**src/rtl/gpio_evt_pkg.sv**
```systemverilog
// Shared register map and helpers for the GPIO interrupt event unit.
package gpio_evt_pkg;
    timeunit 1ns;
    timeprecision 100ps;

    localparam int REG_AW    = 12;
    localparam int NUM_LINES = 2;
    localparam int NUM_SEL   = 4;
    localparam int LINE_STEP = 4;

    typedef logic [REG_AW-1:0] reg_addr_t;

    // Select-register indices; their order follows the address order.
    localparam int SEL_LOW  = 0;
    localparam int SEL_HIGH = 1;
    localparam int SEL_RISE = 2;
    localparam int SEL_FALL = 3;

    localparam reg_addr_t A_RAW0     = 12'h024;
    localparam reg_addr_t A_RAW1     = 12'h028;
    localparam reg_addr_t A_STAT0    = 12'h02C;
    localparam reg_addr_t A_ENSET0   = 12'h034;
    localparam reg_addr_t A_ENCLR0   = 12'h03C;
    localparam reg_addr_t A_SEL_BASE = 12'h140;

    // Address of item k in a block of registers spaced one word apart.
    function automatic reg_addr_t word_addr(reg_addr_t base, int k);
        return base + reg_addr_t'(LINE_STEP * k);
    endfunction
endpackage

```
**src/rtl/gpio_evt_sync.sv**
```systemverilog
// Two-flop synchroniser for the pin bank.
// Assumes: pin_in is asynchronous; one output bit per input bit.
module gpio_evt_sync #(
    parameter int W = 32
) (
    input  logic         clk,
    input  logic         rst_n,
    input  logic [W-1:0] pin_in,
    output logic [W-1:0] pin_sync
);
    timeunit 1ns;
    timeprecision 100ps;

    logic [W-1:0] meta_q;
    logic [W-1:0] sync_q;

    // Two-stage capture of the pin levels.
    always_ff @(posedge clk) begin
        if (!rst_n) begin
            meta_q <= '0;
            sync_q <= '0;
        end else begin
            meta_q <= pin_in;
            sync_q <= meta_q;
        end
    end

    assign pin_sync = sync_q;

    // Counts edges since reset so the latency check never reaches into the reset cycles.
    logic [1:0] age_q;
    always_ff @(posedge clk) begin
        if (!rst_n)
            age_q <= '0;
        else if (age_q != 2'd3)
            age_q <= age_q + 2'd1;
    end

    p_sync_delay_r10: assert property (@(posedge clk) disable iff (!rst_n)
        (age_q == 2'd3) |-> (pin_sync == $past(pin_in, 2)));
endmodule

```
**src/rtl/gpio_evt_detect.sv**
```systemverilog
// Finds events on each pin and holds them in the raw event word.
// Assumes: pin_sync is already in the clock domain; ack is a one-cycle clear mask.
module gpio_evt_detect #(
    parameter int W = 32
) (
    input  logic         clk,
    input  logic         rst_n,
    input  logic [W-1:0] pin_sync,
    input  logic [W-1:0] sel_low,
    input  logic [W-1:0] sel_high,
    input  logic [W-1:0] sel_rise,
    input  logic [W-1:0] sel_fall,
    input  logic [W-1:0] ack,
    output logic [W-1:0] raw
);
    timeunit 1ns;
    timeprecision 100ps;

    logic [W-1:0] prev_q;
    logic [W-1:0] hit;
    logic [W-1:0] raw_q;

    // Holds the previous synchronised level for edge detection.
    always_ff @(posedge clk) begin
        if (!rst_n) prev_q <= '0;
        else        prev_q <= pin_sync;
    end

    // Per-pin event: any selected condition that holds this cycle.
    for (genvar p = 0; p < W; p++) begin : g_pin
        assign hit[p] = (sel_low[p]  & ~pin_sync[p])
                      | (sel_high[p] &  pin_sync[p])
                      | (sel_rise[p] &  pin_sync[p] & ~prev_q[p])
                      | (sel_fall[p] & ~pin_sync[p] &  prev_q[p]);
    end

    // Raw word: an acknowledge clears a bit, and a new event sets it again in the same cycle.
    always_ff @(posedge clk) begin
        if (!rst_n) raw_q <= '0;
        else        raw_q <= (raw_q & ~ack) | hit;
    end

    assign raw = raw_q;

    p_hold_unacked_r5: assert property (@(posedge clk) disable iff (!rst_n)
        ((raw_q & ~ack) != '0) |=> ((raw_q & $past(raw_q & ~ack)) == $past(raw_q & ~ack)));

    p_ack_clears_r5: assert property (@(posedge clk) disable iff (!rst_n)
        ((ack & ~hit) != '0) |=> ((raw_q & $past(ack & ~hit)) == '0));

    p_new_edge_wins_r9: assert property (@(posedge clk) disable iff (!rst_n)
        ((ack & sel_rise & pin_sync & ~prev_q) != '0)
        |=> ((raw_q & $past(ack & sel_rise & pin_sync & ~prev_q)) != '0));

    p_level_rearm_r4: assert property (@(posedge clk) disable iff (!rst_n)
        (((sel_high & pin_sync) | (sel_low & ~pin_sync)) != '0)
        |=> ((raw_q & $past((sel_high & pin_sync) | (sel_low & ~pin_sync)))
             == $past((sel_high & pin_sync) | (sel_low & ~pin_sync))));
endmodule

```
**src/rtl/gpio_evt_ctrl.sv**
```systemverilog
// Register port: select registers, enable masks per output, acknowledge and read mux.
// Assumes: one register access per cycle; reads are combinational.
module gpio_evt_ctrl
    import gpio_evt_pkg::*;
#(
    parameter int W  = 32,
    parameter int NL = NUM_LINES
) (
    input  logic                   clk,
    input  logic                   rst_n,
    input  reg_addr_t              reg_addr,
    input  logic                   reg_we,
    input  logic [W-1:0]           reg_wdata,
    input  logic [W-1:0]           raw,
    output logic [NUM_SEL-1:0][W-1:0] sel,
    output logic [W-1:0]           ack,
    output logic [NL-1:0][W-1:0]   line_en,
    output logic [W-1:0]           rd_data
);
    timeunit 1ns;
    timeprecision 100ps;

    logic [NUM_SEL-1:0][W-1:0] sel_q;
    logic [NL-1:0][W-1:0]      en_q;

    // Select registers, one word apart from the base address.
    for (genvar i = 0; i < NUM_SEL; i++) begin : g_sel
        localparam reg_addr_t SEL_A = word_addr(A_SEL_BASE, i);

        // Plain read/write storage.
        always_ff @(posedge clk) begin
            if (!rst_n)
                sel_q[i] <= '0;
            else if (reg_we && reg_addr == SEL_A)
                sel_q[i] <= reg_wdata;
        end
    end

    // Enable masks per output, changed only through the set and clear ports.
    for (genvar k = 0; k < NL; k++) begin : g_line
        localparam reg_addr_t SET_A = word_addr(A_ENSET0, k);
        localparam reg_addr_t CLR_A = word_addr(A_ENCLR0, k);

        // 1 bits set or clear the mask; 0 bits leave it unchanged.
        always_ff @(posedge clk) begin
            if (!rst_n)
                en_q[k] <= '0;
            else if (reg_we && reg_addr == SET_A)
                en_q[k] <= en_q[k] | reg_wdata;
            else if (reg_we && reg_addr == CLR_A)
                en_q[k] <= en_q[k] & ~reg_wdata;
        end

        p_en_set_r6: assert property (@(posedge clk) disable iff (!rst_n)
            (reg_we && reg_addr == SET_A) |=> ((en_q[k] & $past(reg_wdata)) == $past(reg_wdata)));

        p_en_clr_r6: assert property (@(posedge clk) disable iff (!rst_n)
            (reg_we && reg_addr == CLR_A) |=> ((en_q[k] & $past(reg_wdata)) == '0));

        p_en_hold_r6: assert property (@(posedge clk) disable iff (!rst_n)
            !reg_we |=> $stable(en_q[k]));
    end

    // Acknowledge mask: a write to either output's status address clears shared raw bits.
    always_comb begin
        ack = '0;
        for (int k = 0; k < NL; k++)
            if (reg_we && reg_addr == word_addr(A_STAT0, k))
                ack = ack | reg_wdata;
    end

    // Read mux over every readable address.
    always_comb begin
        rd_data = '0;
        if (reg_addr == A_RAW0 || reg_addr == A_RAW1)
            rd_data = raw;
        for (int i = 0; i < NUM_SEL; i++)
            if (reg_addr == word_addr(A_SEL_BASE, i))
                rd_data = sel_q[i];
        for (int k = 0; k < NL; k++) begin
            if (reg_addr == word_addr(A_STAT0, k))
                rd_data = raw & en_q[k];
            if (reg_addr == word_addr(A_ENSET0, k) || reg_addr == word_addr(A_ENCLR0, k))
                rd_data = en_q[k];
        end
    end

    assign sel     = sel_q;
    assign line_en = en_q;

    p_sel_hold_r2: assert property (@(posedge clk) disable iff (!rst_n)
        !reg_we |=> $stable(sel_q));
endmodule

```
**src/rtl/gpio_irq_events.sv**
```systemverilog
// Top of the GPIO interrupt event unit: synchroniser, event detection, register port and output ORs.
// Assumes: single clock domain, synchronous active-low reset.
module gpio_irq_events
    import gpio_evt_pkg::*;
#(
    parameter int NPINS = 32
) (
    input  logic                 clk,
    input  logic                 rst_n,
    input  logic [NPINS-1:0]     pin_in,
    input  logic [REG_AW-1:0]    reg_addr,
    input  logic                 reg_we,
    input  logic [NPINS-1:0]     reg_wdata,
    output logic [NPINS-1:0]     reg_rdata,
    output logic [NUM_LINES-1:0] irq_o
);
    timeunit 1ns;
    timeprecision 100ps;

    logic [NPINS-1:0]                pin_sync;
    logic [NPINS-1:0]                raw;
    logic [NPINS-1:0]                ack;
    logic [NUM_SEL-1:0][NPINS-1:0]   sel;
    logic [NUM_LINES-1:0][NPINS-1:0] line_en;

    gpio_evt_sync #(.W(NPINS)) i_sync (
        .clk      (clk),
        .rst_n    (rst_n),
        .pin_in   (pin_in),
        .pin_sync (pin_sync)
    );

    gpio_evt_detect #(.W(NPINS)) i_detect (
        .clk      (clk),
        .rst_n    (rst_n),
        .pin_sync (pin_sync),
        .sel_low  (sel[SEL_LOW]),
        .sel_high (sel[SEL_HIGH]),
        .sel_rise (sel[SEL_RISE]),
        .sel_fall (sel[SEL_FALL]),
        .ack      (ack),
        .raw      (raw)
    );

    gpio_evt_ctrl #(.W(NPINS), .NL(NUM_LINES)) i_ctrl (
        .clk       (clk),
        .rst_n     (rst_n),
        .reg_addr  (reg_addr),
        .reg_we    (reg_we),
        .reg_wdata (reg_wdata),
        .raw       (raw),
        .sel       (sel),
        .ack       (ack),
        .line_en   (line_en),
        .rd_data   (reg_rdata)
    );

    // Each output is the OR of raw events that its mask lets through.
    for (genvar k = 0; k < NUM_LINES; k++) begin : g_irq
        assign irq_o[k] = |(raw & line_en[k]);
    end

    p_reset_quiet_r1: assert property (@(posedge clk)
        !rst_n |=> (irq_o == '0));

    p_stat_subset_r7: assert property (@(posedge clk) disable iff (!rst_n)
        (reg_addr == A_STAT0) |-> ((reg_rdata & ~raw) == '0));

    p_irq_source_r8: assert property (@(posedge clk) disable iff (!rst_n)
        (irq_o != '0) |-> (raw != '0));
endmodule

```
**config.mk**
```make
export PLATFORM = sky130hd
export DESIGN_NAME = gpio_irq_events
export DESIGN_NICKNAME = d
export VERILOG_FILES = /design/src/rtl/gpio_evt_pkg.sv /design/src/rtl/gpio_evt_sync.sv /design/src/rtl/gpio_evt_detect.sv /design/src/rtl/gpio_evt_ctrl.sv /design/src/rtl/gpio_irq_events.sv
export SDC_FILE = /design/constraint.sdc
export NUM_CORES = 1
export LEC_CHECK = 0
export CORE_ASPECT_RATIO = 1.25
export CORE_MARGIN = 4
export CORE_UTILIZATION = 40
export CTS_CLUSTER_SIZE = 30
export DETAILED_ROUTE_END_ITERATION = 10
export GPL_TIMING_DRIVEN = 0
export MAX_ROUTING_LAYER = met4
export PLACE_DENSITY = 0.56
export SYNTH_ARGS = -nofsm -noshare
export SYNTH_HDL_FRONTEND = slang
export SYNTH_HIERARCHICAL = 1
export SYNTH_SLANG_ARGS = --single-unit
```
**constraint.sdc**
```tcl
create_clock -name clk -period 3.15 [get_ports clk]
set_clock_uncertainty 0.15 [all_clocks]
set_input_delay 0.315 -clock clk [delete_from_list [all_inputs] [get_ports clk]]
set_output_delay 0.315 -clock clk [all_outputs]
set_load 0.02 [all_outputs]
```
==> results.md <==
* Initial antenna violation count at 1
* Worst R2R Path Depth at 3
* DP HPWL at 44,500 µm
* RSZ-0062 raised after global routing: true
* Syn Inst Count at 1,794
* Min-delay src: reg_wdata[12]
* Avg Inst Size Synth at roughly 8.3 µm²
* Worst-path cell chain: clkdlybuf4s15_1, nor3b_2, buf_4, nand4_1, clkbuf_2, o21ai_0, a211o_1, clkdlybuf4s15_2
* Vias after detailed routing at 14,500
* Async SR Flop Fraction at 0%
* Final net count at between 2,000 and 2,500
* Die width at approximately 180 µm
* CP Capture Type: primary output
* Endpoint of the worst register-to-register path: i_detect/raw[29]$_SDFF_PN0_
* DRT antenna net count at 0
* Complex-gate fraction of the synthesized area at 27.9%
* Netlist cell types at 47
* Synth Area in Simple Gates at 22.3%
* Family with the most delay on the worst path: buffers and inverters
* Slowest-stage cell, CP: clkdlybuf4s15_1
* Leakage at 6.85 nW
* PwrDens at 517 mW/mm²
* Max rail drop VDD at between 0.0003 and 0.0004 V
* Max transition margin at 31.0%
* RR Startpoint: i_ctrl/sel[125]$_SDFFE_PN0P_
* Core area at 0.0366 mm²
* Post-synth EDFFs at 0
* Req. time, crit path at 2680 ps
* 1st-pass router iterations at 5
* Die Y at 224 µm
* Final setup margin at -20.1 ps
* Final slew viol count at 0
* Failing checks: setup timing
* CTS tree: built
* Detailed Route Iter0 Violations at between 1,000 and 1,500
* Arrival @ worst endpoint at 2710 ps
* Cts hold-fix bufs at 0
* GRT Util Overall at 30.9%
* Synth Area in Adders at 0%
* Worst-margin pin slew at 1040 ps
* WHS Path Cells at 3
* Yosys warning total at 6
* Deepest clock path buffer count at 3
* Largest net degree at the start of global routing at 16
* Hold Path Class: in2reg
* Root Buffer: clkbuf_16
* Ys flop type: dfxtp_1
* Row count at just under 80
* Residual DRC count at 0
* Later-pin clock latency in the skew report at 540 ps
* Pwr Total at 9.31 mW
* Highest Clock Rate at around 320 MHz
* Status: finished with violations
* Flops & latches, synth at 320
* Post-layout minimum cycle time at 3170 ps
* Max-Cap Viols at 0
* Syn-to-layout area delta at 20.6%
* Clock sink count at 320
* Final worst path period share at 101%
* Synthesized Nets at approximately 1,900
* Ports at approximately 110
* Critical path startpoint category: input port
* XOR/XNOR share of the synthesized area at 0.0587%
* Die area at 0.0405 mm²
* Final wirelength at 63,100 µm
* Clk slew on worst S/H paths at approximately 60 ps
* First-pass GRT wire length at 91,400 µm
* DR WL/cell at roughly 26 µm
* Crit path kind: in2out
* H-tree depth at 2
* Vias per inst at 5.96
* Sequential cell area fraction in the yosys report at a little over two fifths
* Pre-CTS WS at -1530 ps
* Fillers at about 3,600
* Biggest cell delay along the critical path at 440 ps
* Setup violations, final at 2
* Crit-path max FO at 10
* Mapped cell area at 0.0149 mm²
* Final hold vios at 0
* Min-Delay Endpoint: i_ctrl/sel[12]$_SDFFE_PN0P_
* TritonCTS buffer count at 36
* Vias in the first global route at 13,800
* Port Buf Inserts at 78
* Critical path buffers and inverters at 4
* Initial core utilization at 40.8%
* Reg2reg setup slack at ~2000 ps
* Total grt overflow at 0
* GPL Wtd Cong at 1.02
* Largest family of logic cells by synthesized area: compound AO/OA/AOI/OAI gates
* Share of layout cells above drive strength 1 at ~15%
* Mux contribution to synthesized area at 1.21%
## worst min-delay path, delay by kind of cell
family                 cells  cell delay [ps]
AND/OR/NAND/NOR            1              100
buffers and inverters      1              180
AO/OA/AOI/OAI              1               60
## cell families after synthesis
family | Yosys count
and+or+nand+nor | 657
AOI/OAI and AO/OA | 592
DFF | 320
buffers and inverters | 206
muxes | 18
xor gates and xnor gates | 1
## where the power goes
part	internal, mW	switching [mW]	total [mW]	leakage (nW)
registers	4.12	0.0750	4.19	2.60
clock network	2.78	1.76	4.54	0.627
logic	0.205	0.374	0.579	3.63
## routing by layer
| metal | up-vias | wire [µm] | global-route usage, % | part of all wire [%] |
|---|---|---|---|---|
| met5 | - | 0 | - | 0 |
| met4 | 0 | 3340 | 14.2 | 5.3 |
| met3 | 198 | 5490 | 6.38 | 8.7 |
| met2 | 745 | 29200 | 49.4 | 46 |
| met1 | 6944 | 25000 | 37.7 | 40 |
| li1 | 6587 | - | - | - |
## cell usage in the layout (no fill, tap or decap), drive strengths merged, types with 2 or more instances in the layout
| cell type | netlist | layout |
|---|---|---|
| and3 | 4 | 4 |
| clkdlybuf4s50 | 0 | 40 |
| nor3b | 2 | 2 |
| a31oi | 32 | 32 |
| bufinv | 0 | 5 |
| o21ai | 64 | 64 |
| nor2 | 5 | 5 |
| a311oi | 33 | 33 |
| o211a | 32 | 32 |
| or3 | 19 | 19 |
| clkinv | 0 | 7 |
| nand3 | 4 | 4 |
| and2 | 128 | 128 |
| a21oi | 191 | 191 |
| nand2 | 359 | 359 |
| dfxtp | 320 | 320 |
| nor4 | 17 | 17 |
| o22ai | 14 | 14 |
| or4 | 2 | 2 |
| nand4 | 9 | 9 |
| a211oi | 76 | 76 |
| nor2b | 65 | 65 |
| buf | 27 | 79 |
| a211o | 32 | 32 |
| mux2i | 18 | 18 |
| o21a | 32 | 32 |
| and4 | 4 | 4 |
| clkbuf | 145 | 182 |
| dlymetal6s2s | 0 | 4 |
| nor3 | 3 | 3 |
| inv | 34 | 34 |
| a22oi | 51 | 51 |
| clkdlybuf4s15 | 0 | 6 |
| a32o | 32 | 32 |
| nand2b | 34 | 34 |
## cells in the mapped netlist (all sizes together) (2+ instances only)
cell type	instances	area [µm²]
nand2	359	1350
dfxtp	320	6410
a21oi	191	956
clkbuf	145	552
and2	128	881
a211oi	76	731
nor2b	65	407
o21ai	64	320
a22oi	51	393
inv	34	128
nand2b	34	213
a311oi	33	295
a211o	32	280
a31oi	32	200
a32o	32	320
o211a	32	320
o21a	32	240
buf	27	154
or3	19	119
mux2i	18	180
nor4	17	136
o22ai	14	87.6
nand4	9	56.3
nor2	5	18.8
and3	4	25.0
and4	4	35.0
nand3	4	20.0
nor3	3	15.0
nor3b	2	20.0
or4	2	15.0
## area by class of cell
type,count,area [µm²],share of cell area [%]
clock buffers,51,1070,5.94
plain buffers,169,1000,5.57
well taps,480,601,3.34
flip-flops and latches,320,6410,35.6
multi-input cells,1268,7820,43.4
diodes,1,2.50,0.0139
clock inverters,13,208,1.15
inverters,34,128,0.709
repair buffers,93,771,4.28
## worst max-delay path by stage
stage                 start  cells past startpoint             to
4_1_cts        reg_addr[10]                      9   reg_rdata[4]
3_3_place_gp    reg_addr[3]                     10  reg_rdata[15]
6_report        reg_addr[6]                      8  reg_rdata[14]
3_5_place_dp    reg_addr[3]                     10  reg_rdata[15]
2_1_floorplan   reg_addr[2]                      8  reg_rdata[21]
5_1_grt         reg_addr[3]                      9  reg_rdata[25]
## timing repair
item	4_1_cts	5_1_grt
endpoints found under the setup margin	115	55
cloned	0	0
setup buffers	14	1
pin swaps	11	8
resized for setup	247	37
## metrics by stage
| step | instances | utilization, % | instance area (µm²) | TNS, ps | hold slack, ps |
|---|---|---|---|---|---|
| after floorplan | 1794 | - | 14900 | 0 | 276 |
| after global placement | 2352 | 44.6 | 16300 | -142380 | 278 |
| after detailed placement | 2352 | 44.6 | 16300 | -151310 | 282 |
| after CTS | 2427 | 49.1 | 18000 | -18.5 | 6.03 |
| after global routing | 2428 | 49.2 | 18000 | -172 | 35.7 |
| final | 2429 | 49.2 | 18000 | -34.5 | 13.8 |
Note: power is estimated with default switching activity, not from simulation.
